**config.mk**
```make
export PLATFORM = sky130hd
export DESIGN_NAME = pipe_interlock_ctrl
export DESIGN_NICKNAME = d
export VERILOG_FILES = /design/src/rtl/pipe_ilk_pkg.sv /design/src/rtl/ilk_slot_pipe.sv /design/src/rtl/ilk_hazard.sv /design/src/rtl/ilk_advance.sv /design/src/rtl/pipe_interlock_ctrl.sv
export SDC_FILE = /design/constraint.sdc
export NUM_CORES = 1
export LEC_CHECK = 0
export ABC_AREA = 1
export ABC_CLOCK_PERIOD_IN_PS = 3000
export BUFFER_PORTS_ARGS = -buffer_cell sky130_fd_sc_hd__buf_2
export CAP_MARGIN = 20
export CORE_MARGIN = 4
export CORE_UTILIZATION = 49
export DETAILED_ROUTE_END_ITERATION = 10
export GPL_ROUTABILITY_DRIVEN = 1
export PLACE_DENSITY = 0.91
export SLEW_MARGIN = 5
export SYNTH_ARGS = -nofsm -noshare
export SYNTH_HDL_FRONTEND = slang
export SYNTH_SLANG_ARGS = --single-unit
```
**constraint.sdc**
```tcl
create_clock -name clk -period 3 [get_ports clk]
set_input_delay 0.6 -clock clk [delete_from_list [all_inputs] [get_ports clk]]
set_output_delay 0.6 -clock clk [all_outputs]
set_load 0.03 [all_outputs]
```
**src/rtl/pipe_ilk_pkg.sv**
```systemverilog
package pipe_ilk_pkg;
  parameter int unsigned RA_W     = 5;
  parameter int unsigned N_STAGE  = 7;
  parameter int unsigned N_BACK   = 4;
  localparam int unsigned ST_RA   = 2;
  localparam int unsigned ST_EX   = 3;

  typedef struct packed {
    logic            vld;
    logic [RA_W-1:0] rd;
    logic            ld;
    logic            mul;
    logic            setcc;
  } slot_t;
endpackage

```
**src/rtl/ilk_slot_pipe.sv**
```systemverilog
module ilk_slot_pipe
  import pipe_ilk_pkg::*;
#(
  parameter int unsigned DEPTH = N_BACK
) (
  input  logic             clk,
  input  logic             rst,
  input  logic             move,
  input  logic             bubble,
  input  slot_t            entry,
  output slot_t            ex_slot,
  output slot_t            me_slot,
  output logic [DEPTH-1:0] valid_vec
);
  slot_t q [DEPTH];

  always_ff @(posedge clk) begin
    if (rst) begin
      q[0] <= '0;
    end else if (move) begin
      q[0] <= bubble ? '0 : entry;
    end
  end

  genvar i;
  generate
    for (i = 1; i < DEPTH; i++) begin : g_shift
      always_ff @(posedge clk) begin
        if (rst) begin
          q[i] <= '0;
        end else if (move) begin
          q[i] <= q[i-1];
        end
      end
    end
    for (i = 0; i < DEPTH; i++) begin : g_vld
      assign valid_vec[i] = q[i].vld;
    end
  endgenerate

  assign ex_slot = q[0];
  assign me_slot = q[1];
endmodule

```
**src/rtl/ilk_hazard.sv**
```systemverilog
module ilk_hazard
  import pipe_ilk_pkg::*;
(
  input  logic            cfg_pred_en,
  input  logic            cfg_pipe_mul,
  input  logic            ra_valid,
  input  logic [RA_W-1:0] ra_rs1,
  input  logic [RA_W-1:0] ra_rs2,
  input  logic            ra_is_bcc,
  input  logic            ra_pred_taken,
  input  slot_t           ex_slot,
  input  slot_t           me_slot,
  output logic            load_use,
  output logic            mul_use,
  output logic            cc_wait
);
  logic reads_ex;
  logic cc_pending;
  logic skip_cc;

  function automatic logic reads_reg(input logic [RA_W-1:0] src,
                                     input logic [RA_W-1:0] dst);
    return (src != '0) && (src == dst);
  endfunction

  always_comb begin
    reads_ex   = reads_reg(ra_rs1, ex_slot.rd) || reads_reg(ra_rs2, ex_slot.rd);
    cc_pending = (ex_slot.vld && ex_slot.setcc) || (me_slot.vld && me_slot.setcc);
    skip_cc    = cfg_pred_en && ra_pred_taken;
    load_use   = ra_valid && ex_slot.vld && ex_slot.ld && reads_ex;
    mul_use    = cfg_pipe_mul && ra_valid && ex_slot.vld && ex_slot.mul && reads_ex;
    cc_wait    = ra_valid && ra_is_bcc && !skip_cc && cc_pending;
  end
endmodule

```
**src/rtl/ilk_advance.sv**
```systemverilog
module ilk_advance
  import pipe_ilk_pkg::*;
(
  input  logic               hold,
  input  logic               stall,
  output logic [N_STAGE-1:0] adv,
  output logic               bubble
);
  genvar s;
  generate
    for (s = 0; s < N_STAGE; s++) begin : g_adv
      if (s <= ST_RA) begin : g_front
        assign adv[s] = !hold && !stall;
      end else begin : g_back
        assign adv[s] = !hold;
      end
    end
  endgenerate

  assign bubble = stall && !hold;
endmodule

```
**src/rtl/pipe_interlock_ctrl.sv**
```systemverilog
module pipe_interlock_ctrl
  import pipe_ilk_pkg::*;
(
  input  logic               clk,
  input  logic               rst,
  input  logic               cfg_pred_en,
  input  logic               cfg_pipe_mul,
  input  logic               hold_req,
  input  logic               fpu_hold,
  input  logic               ra_valid,
  input  logic [RA_W-1:0]    ra_rd,
  input  logic [RA_W-1:0]    ra_rs1,
  input  logic [RA_W-1:0]    ra_rs2,
  input  logic               ra_is_load,
  input  logic               ra_is_mul,
  input  logic               ra_sets_cc,
  input  logic               ra_is_bcc,
  input  logic               ra_pred_taken,
  output logic [N_STAGE-1:0] adv_o,
  output logic               bubble_o,
  output logic [N_BACK-1:0]  pipe_valid_o
);
  logic  hold;
  logic  stall;
  logic  load_use, mul_use, cc_wait;
  slot_t entry, ex_slot, me_slot;

  assign hold  = hold_req || fpu_hold;
  assign stall = load_use || mul_use || cc_wait;

  always_comb begin
    entry       = '0;
    entry.vld   = ra_valid;
    entry.rd    = ra_rd;
    entry.ld    = ra_is_load;
    entry.mul   = ra_is_mul;
    entry.setcc = ra_sets_cc;
  end

  ilk_hazard u_hazard (
    .cfg_pred_en   (cfg_pred_en),
    .cfg_pipe_mul  (cfg_pipe_mul),
    .ra_valid      (ra_valid),
    .ra_rs1        (ra_rs1),
    .ra_rs2        (ra_rs2),
    .ra_is_bcc     (ra_is_bcc),
    .ra_pred_taken (ra_pred_taken),
    .ex_slot       (ex_slot),
    .me_slot       (me_slot),
    .load_use      (load_use),
    .mul_use       (mul_use),
    .cc_wait       (cc_wait)
  );

  ilk_advance u_adv (
    .hold   (hold),
    .stall  (stall),
    .adv    (adv_o),
    .bubble (bubble_o)
  );

  ilk_slot_pipe #(.DEPTH(N_BACK)) u_slots (
    .clk       (clk),
    .rst       (rst),
    .move      (adv_o[ST_EX]),
    .bubble    (bubble_o),
    .entry     (entry),
    .ex_slot   (ex_slot),
    .me_slot   (me_slot),
    .valid_vec (pipe_valid_o)
  );
endmodule

```
==> results of run 1 <==
==> layer usage <==
layer	global-route usage, %	vias to the layer above
met5	0	-
met4	6.91	0
met3	3.01	4
met2	29.5	34
met1	14.4	340
li1	-	418
==> path summary, 6_finish.rpt <==
kind / from / slack (ns) / endpoint
worst max register to register: u_slots.q[0][7]$_SDFFCE_PP0P_ / 1.62 / u_slots.q[0][5]$_SDFFCE_PP0P_
worst min register to register: u_slots.q[2][8]$_SDFFCE_PN0P_ / 0.58 / u_slots.q[3][8]$_SDFFCE_PN0P_
worst min-delay path: u_slots.q[2][8]$_SDFFCE_PN0P_ / 0.58 / u_slots.q[3][8]$_SDFFCE_PN0P_
worst max-delay path: ra_rs2[3] / 0.77 / adv_o[2]
==> cells in the final DEF, fill, tap and decap left out <==
master / instances
nor2_1: 25
buf_2: 38
or2_2: 1
nor3_1: 1
nand4_1: 1
inv_1: 27
nand3_4: 1
nand2_1: 36
nand2_2: 1
o21ai_0: 1
clkbuf_4: 3
nand3_1: 2
nor2_2: 1
clkbuf_1: 1
a21oi_1: 2
edfxtp_1: 13
==> cell type report <==
class | count | area, sq um | area share, %
Tap cell | 16 | 20.0 | 1.94
Inverter | 27 | 101 | 9.84
Multi-Input combinational cell | 72 | 302 | 29.3
Timing Repair Buffer | 38 | 190 | 18.5
Sequential cell | 13 | 390 | 37.9
Clock buffer | 4 | 26.3 | 2.55
==> worst max-delay path, delay by kind of cell <==
kind / cells / cell delay (ns)
and+or+nand+nor: 9 / 0.70
buffers and inverters: 2 / 0.33
==> power by group <==
part           internal (mW)  switching, mW
clock network         0.0516         0.0549
logic                 0.0322         0.0564
registers              0.212        0.00599
total                  0.296          0.117
==> logic make-up after synthesis <==
logic type             after synthesis  synth area share, %
AOI/OAI and AO/OA                    3                 1.76
buffers and inverters               35                 18.9
DFF                                 13                 45.7
and+or+nand+nor                     69                 33.6
==> metrics by stage <==
step           utilization, %  worst slack [ns]
2_1_floorplan               -             0.594
3_3_place_gp             63.7             0.791
3_5_place_dp             63.7             0.757
4_1_cts                  65.3             0.749
5_1_grt                  65.3             0.626
6_report                 65.3             0.766
==> run_results.csv, run 1 <==
group,metric,value,unit
die,rows,14,
pwr,power_density,401,nW/um^2
clock_network,cts-htree-levels,1,
detailed_routing,dr.pass1.iters,4,
critical_path,path_max_fanout,3,
clock_network,cts_tree,"done",
critical_path,worstPathRequired,2.40,ns
critical_path,path_cells,"buf_2, nor2_1, nand2_1, nand2_1, nand2_1, nand3_1, nand2_1, nand2_2, nand2_1, nor2_1, buf_2",
die,initial_utilization,54.1,%
timing,worstMarginPinSlew,0.313,ns
die,dieArea,2470,sq um
layout,nNetsFinal,182,
hold_path,hold_path.class,"register to register",
grt,grt_pass1_vias,788,
detailed_routing,m1WireLength,696,microns
layout,area_growth,20.7,%
layout,largest-register,"u_slots.q",
layout,stdcell_area,1030,sq um
layout,drive_gt1_share,29.2,%
detailed_routing,drtIter0Drc,12,
detailed_routing,antenna_left,0,
die,die_w,49.7,microns
die,core_area,1580,sq um
logic_synthesis,syn_area,853,sq um
critical_path,crit_path_top_delay_cell,"buf_2",
placement,portBuffers,38,
logic_synthesis,ys_seq_elements,13,
pwr,power,413,uW
logic_synthesis,yosys-top-cells-count,"nand2_1 (36), inv_1 (27), nor2_1 (25)",
detailed_routing,wl_per_cell,10.6,microns
detailed_routing,dr.max_layer_used,"met4",
logic_synthesis,synth-edff-count,13,
layout,largest_register_ffs,13,
layout,reg_top3,"u_slots.q (13)",
pwr,peakVddDrop,0.261,mV
pwr,leakagePower,0.605,nW
placement,placed_cells,166,
timing,hold-worst-slack,0.581,ns
critical_path,crit_path_start_kind,"input pin",
timing,hold_violations,0,
timing,rsz0062_at_grt,"no",
logic_synthesis,synth_top_area_share,45.7,%
logic_synthesis,synth.distinct_cells,14,
logic_synthesis,synthTopCellsByArea,"edfxtp_1 (46%), nand2_1 (16%), inv_1 (12%)",
clock_network,cts_root_buf,"clkbuf_4",
detailed_routing,wl_met3,134,microns
layout,antennaDiodeCount,0,
grt,antenna_found_initial,0,
timing,fin_crit_sh,74.5,%
clock_network,clk_pin_slew,0.08,ns
detailed_routing,viasPerCell,4.68,
timing,max_freq,448,MHz
placement,placedInstanceArea,1000,sq um
logic_synthesis,synth_most_common_cell,"nand2_1",
timing,skew,0.00529,ns
detailed_routing,drc,0,
critical_path,slowest_delay,0.22,ns
grt,grt_overflow,0,
logic_synthesis,syn_avg_cell_area,7.11,sq um
detailed_routing,dr_total_vias,796,
logic_synthesis,synth-seq-area-share,45.7,%
critical_path,crit_top_cell,"nand2_1",
layout,layoutNonFillerInstCount,170,
timing,finalSetupTns,0,ns
logic_synthesis,synthCells,120,
timing,slew_violations,0,
layout,nFillCells,136,
timing,post-route-min-period,2.23,ns
logic_synthesis,yosysTopAreaCell,"edfxtp_1",
clock_network,cts_resized,0,
logic_synthesis,ys_async_sr_fraction,0,%
clock_network,cts_buffers,3,
logic_synthesis,ys_warn_count,0,
logic_synthesis,synth_nets,147,
clock_network,clock_path_buffers,2,
grt,grt_max_degree,14,
timing,setup_violations,0,
detailed_routing,wirelength,1790,microns
die,die_h,49.7,microns
placement,place.gp.congestion,0.814,
critical_path,cp_data_arrival_time,1.63,ns
clock_network,numClockSinks,13,
grt,grt_use_total,14.9,%
hold_path,hold_path_depth,2,
run_status,status,"completed",
grt,grt_pass1_wl,2880,microns
clock_network,hold_buffers,0,
clock_network,clk_latency,0.28,ns
detailed_routing,wl_met2,925,microns
die,pin_count,39,
clock_network,postCtsSetupRepairBufs,0,
timing,slew_headroom,79.1,%
critical_path,reg2reg_depth,8,
logic_synthesis,yosys_most_used_dff,"edfxtp_1",
critical_path,endpoint_kind,"output port",
run,cap_violations,0,
placement,hpwl,1520,microns
critical_path,crit_type,"input pin to output port",
No activity file was read; power rests on OpenSTA's default activity.
==> run 2, diff against run 1 <==
--- a/config.mk
+++ b/config.mk
@@ -6,14 +6,14 @@
 export NUM_CORES = 1
 export LEC_CHECK = 0
 export ABC_AREA = 1
-export ABC_CLOCK_PERIOD_IN_PS = 3000
+export ABC_CLOCK_PERIOD_IN_PS = 2100
 export BUFFER_PORTS_ARGS = -buffer_cell sky130_fd_sc_hd__buf_2
 export CAP_MARGIN = 20
 export CORE_MARGIN = 4
-export CORE_UTILIZATION = 49
+export CORE_UTILIZATION = 45
 export DETAILED_ROUTE_END_ITERATION = 10
 export GPL_ROUTABILITY_DRIVEN = 1
-export PLACE_DENSITY = 0.91
+export PLACE_DENSITY = 0.85
 export SLEW_MARGIN = 5
 export SYNTH_ARGS = -nofsm -noshare
 export SYNTH_HDL_FRONTEND = slang
==> constraint.sdc (replaced) <==
create_clock -name clk -period 2.1 [get_ports clk]
set_input_delay 0.42 -clock clk [delete_from_list [all_inputs] [get_ports clk]]
set_output_delay 0.42 -clock clk [all_outputs]
set_load 0.03 [all_outputs]
==> run 2 against run 1 <==
Against the previous run:
- count of clock-buffer cells in the layout unchanged
- core utilization down 5.2 points
- die area up 7.4%
- via count up 0.38%
- sequential power up 43%
- flip-flop and latch count unchanged
- worst hold slack worse by 0.15 ns
- clock power up 46%
- routed wire length down 8.9%
- register-to-register slack worse by 0.86 ns
- setup slack worse by 0.66 ns
- cell count up 5.3%
- largest power group unchanged
==> run_results.csv, run 2 (synthesized netlist as in run 1, its figures left out) <==
group,metric,value,unit
die,dieArea,2660,sq um
clock_network,cts_buffers,3,
timing,slew_violations,0,
grt,grt_overflow,0,
timing,setup_violations,0,
layout,layoutNonFillerInstCount,179,
timing,slew_headroom,80.3,%
run_status,status,"completed",
grt,grt_use_total,13.3,%
grt,grt_pass1_wl,2590,microns
placement,hpwl,1350,microns
die,die_h,51.5,microns
placement,portBuffers,38,
critical_path,cp_data_arrival_time,1.58,ns
layout,final_cell_mix,"nand2_1 (36), buf_2 (35), inv_1 (27)",
detailed_routing,wl_met2,800,microns
critical_path,reg2reg_slack,0.76,ns
die,pin_count,39,
detailed_routing,dr.max_layer_used,"met4",
clock_network,cts_root_buf,"clkbuf_4",
grt,grt_max_degree,14,
layout,largest-register,"u_slots.q",
clock_network,hold_buffers,0,
timing,rsz0062_at_grt,"yes",
die,initial_utilization,48.4,%
layout,antennaDiodeCount,0,
pwr,seq_power_share,52.3,%
clock_network,cts-htree-levels,1,
hold_path,hold_path.class,"input pin to register",
pwr,switching_share,28.4,%
timing,max_freq,501,MHz
detailed_routing,drtIter0Drc,11,
timing,fin_crit_sh,95.0,%
detailed_routing,dr.pass1.iters,4,
timing,worstMarginPinSlew,0.296,ns
detailed_routing,viasPerCell,4.46,
clock_network,clk_pin_slew,0.08,ns
critical_path,reg2reg_depth,8,
critical_path,endpoint_kind,"output port",
layout,largest_register_ffs,13,
detailed_routing,wl_per_cell,9.13,microns
die,core_area,1760,sq um
critical_path,crit_path_start_kind,"register",
grt,antenna_found_initial,0,
timing,hold-worst-slack,0.434,ns
placement,placed_cells,175,
layout,drive_gt1_share,29.9,%
critical_path,setup.worst_path.end,"adv_o[0]",
layout,nNetsFinal,182,
die,die_w,51.5,microns
critical_path,reg2reg_to,"u_slots.q[0][5]$_SDFFCE_PP0P_",
timing,post-route-min-period,2.00,ns
layout,nFillCells,171,
detailed_routing,wirelength,1640,microns
pwr,leakagePower,0.607,nW
pwr,power_density,561,nW/um^2
pwr,combPwrFrac,21.7,%
clock_network,cts_tree,"done",
critical_path,worstPathRequired,1.68,ns
pwr,peakVddDrop,0.363,mV
layout,area_growth,24.2,%
pwr,p_sw,169,uW
layout,layout_commonest_cell,"nand2_1",
critical_path,path_max_fanout,3,
detailed_routing,m1WireLength,627,microns
run,cap_violations,0,
placement,placedInstanceArea,1010,sq um
timing,skew,0.00178,ns
timing,finalSetupTns,0,ns
pwr,clkPwrFrac,26.1,%
layout,reg_top3,"u_slots.q (13)",
critical_path,crit_start,"u_slots.q[0][6]$_SDFFCE_PP0P_",
detailed_routing,wl_met3,165,microns
detailed_routing,dr_total_vias,799,
layout,regArea,390,sq um
pwr,p_int,426,uW
critical_path,crit_type,"register to output port",
clock_network,clock_path_buffers,2,
critical_path,rr_startpoint,"u_slots.q[0][4]$_SDFFCE_PP0P_",
layout,multi_input_area,309,sq um
layout,stdcell_area,1060,sq um
detailed_routing,antenna_left,0,
clock_network,clk_latency,0.28,ns
placement,place.gp.congestion,0.772,
die,rows,15,
timing,hold_violations,0,
detailed_routing,drc,0,
grt,grt_pass1_vias,682,
clock_network,numClockSinks,13,
[run 2: layout make-up]
class                           count  share of cell area [%]
Sequential cell                    13                    36.8
Multi-Input combinational cell     72                    29.2
Timing Repair Buffer               38                    19.0
Inverter                           27                    9.56
Tap cell                           25                    2.95
Clock buffer                        4                    2.48
[run 2: through the flow]
step | utilization (%) | worst slack, ns | total power, mW
finish | 60.1 | 0.104 | 0.594
global placement | 57.5 | 0.259 | 0.437
CTS | 59.0 | 0.0439 | 0.596
detailed placement | 57.5 | 0.192 | 0.442
global route | 60.1 | -0.0109 | 0.625
floorplan | - | 0.0536 | 0.403
[run 2: worst min-delay path by stage]
stage	cells after the start	start	to	slack, ns
after floorplan	2	u_slots.q[0][0]$_SDFFCE_PP0P_	u_slots.q[1][0]$_SDFFCE_PN0P_	0.53
after global placement	2	u_slots.q[0][0]$_SDFFCE_PP0P_	u_slots.q[1][0]$_SDFFCE_PN0P_	0.54
after detailed placement	2	u_slots.q[0][0]$_SDFFCE_PP0P_	u_slots.q[1][0]$_SDFFCE_PN0P_	0.56
after CTS	3	ra_rd[0]	u_slots.q[0][3]$_SDFFCE_PP0P_	0.43
after global routing	3	ra_rd[3]	u_slots.q[0][6]$_SDFFCE_PP0P_	0.44
final	3	ra_rd[0]	u_slots.q[0][3]$_SDFFCE_PP0P_	0.43
[run 2: worst max-delay path, stage by stage, from the launching register on]
cell and delay, ns:
edfxtp_1 0.42, inv_1 0.09, nand2_1 0.05, nand2_1 0.06, nor2_1 0.04, nand3_1 0.07
nand2_1 0.07, nand2_2 0.10, nand2_1 0.10, nor2_4 0.12, buf_4 0.17
[run 2: metal layers]
metal  up-vias  track usage [%]
li1        416                -
met1       345             14.5
met2        34             22.7
met3         4             2.29
met4         0             10.5
met5         -                0
[run 2: repair_timing]
action                     CTS  global route
setup buffers                0             0
resized for setup            0             9
setup endpoints to repair    0             3
[run 2: power groups by stage]
| stage | clock network, mW | registers, mW | logic [mW] |
|---|---|---|---|
| final | 0.155 | 0.311 | 0.129 |
| after CTS | 0.159 | 0.311 | 0.126 |
| after global routing | 0.168 | 0.313 | 0.144 |
| after global placement | 0 | 0.316 | 0.122 |
| after floorplan | 0 | 0.320 | 0.0836 |
| after detailed placement | 0 | 0.317 | 0.125 |
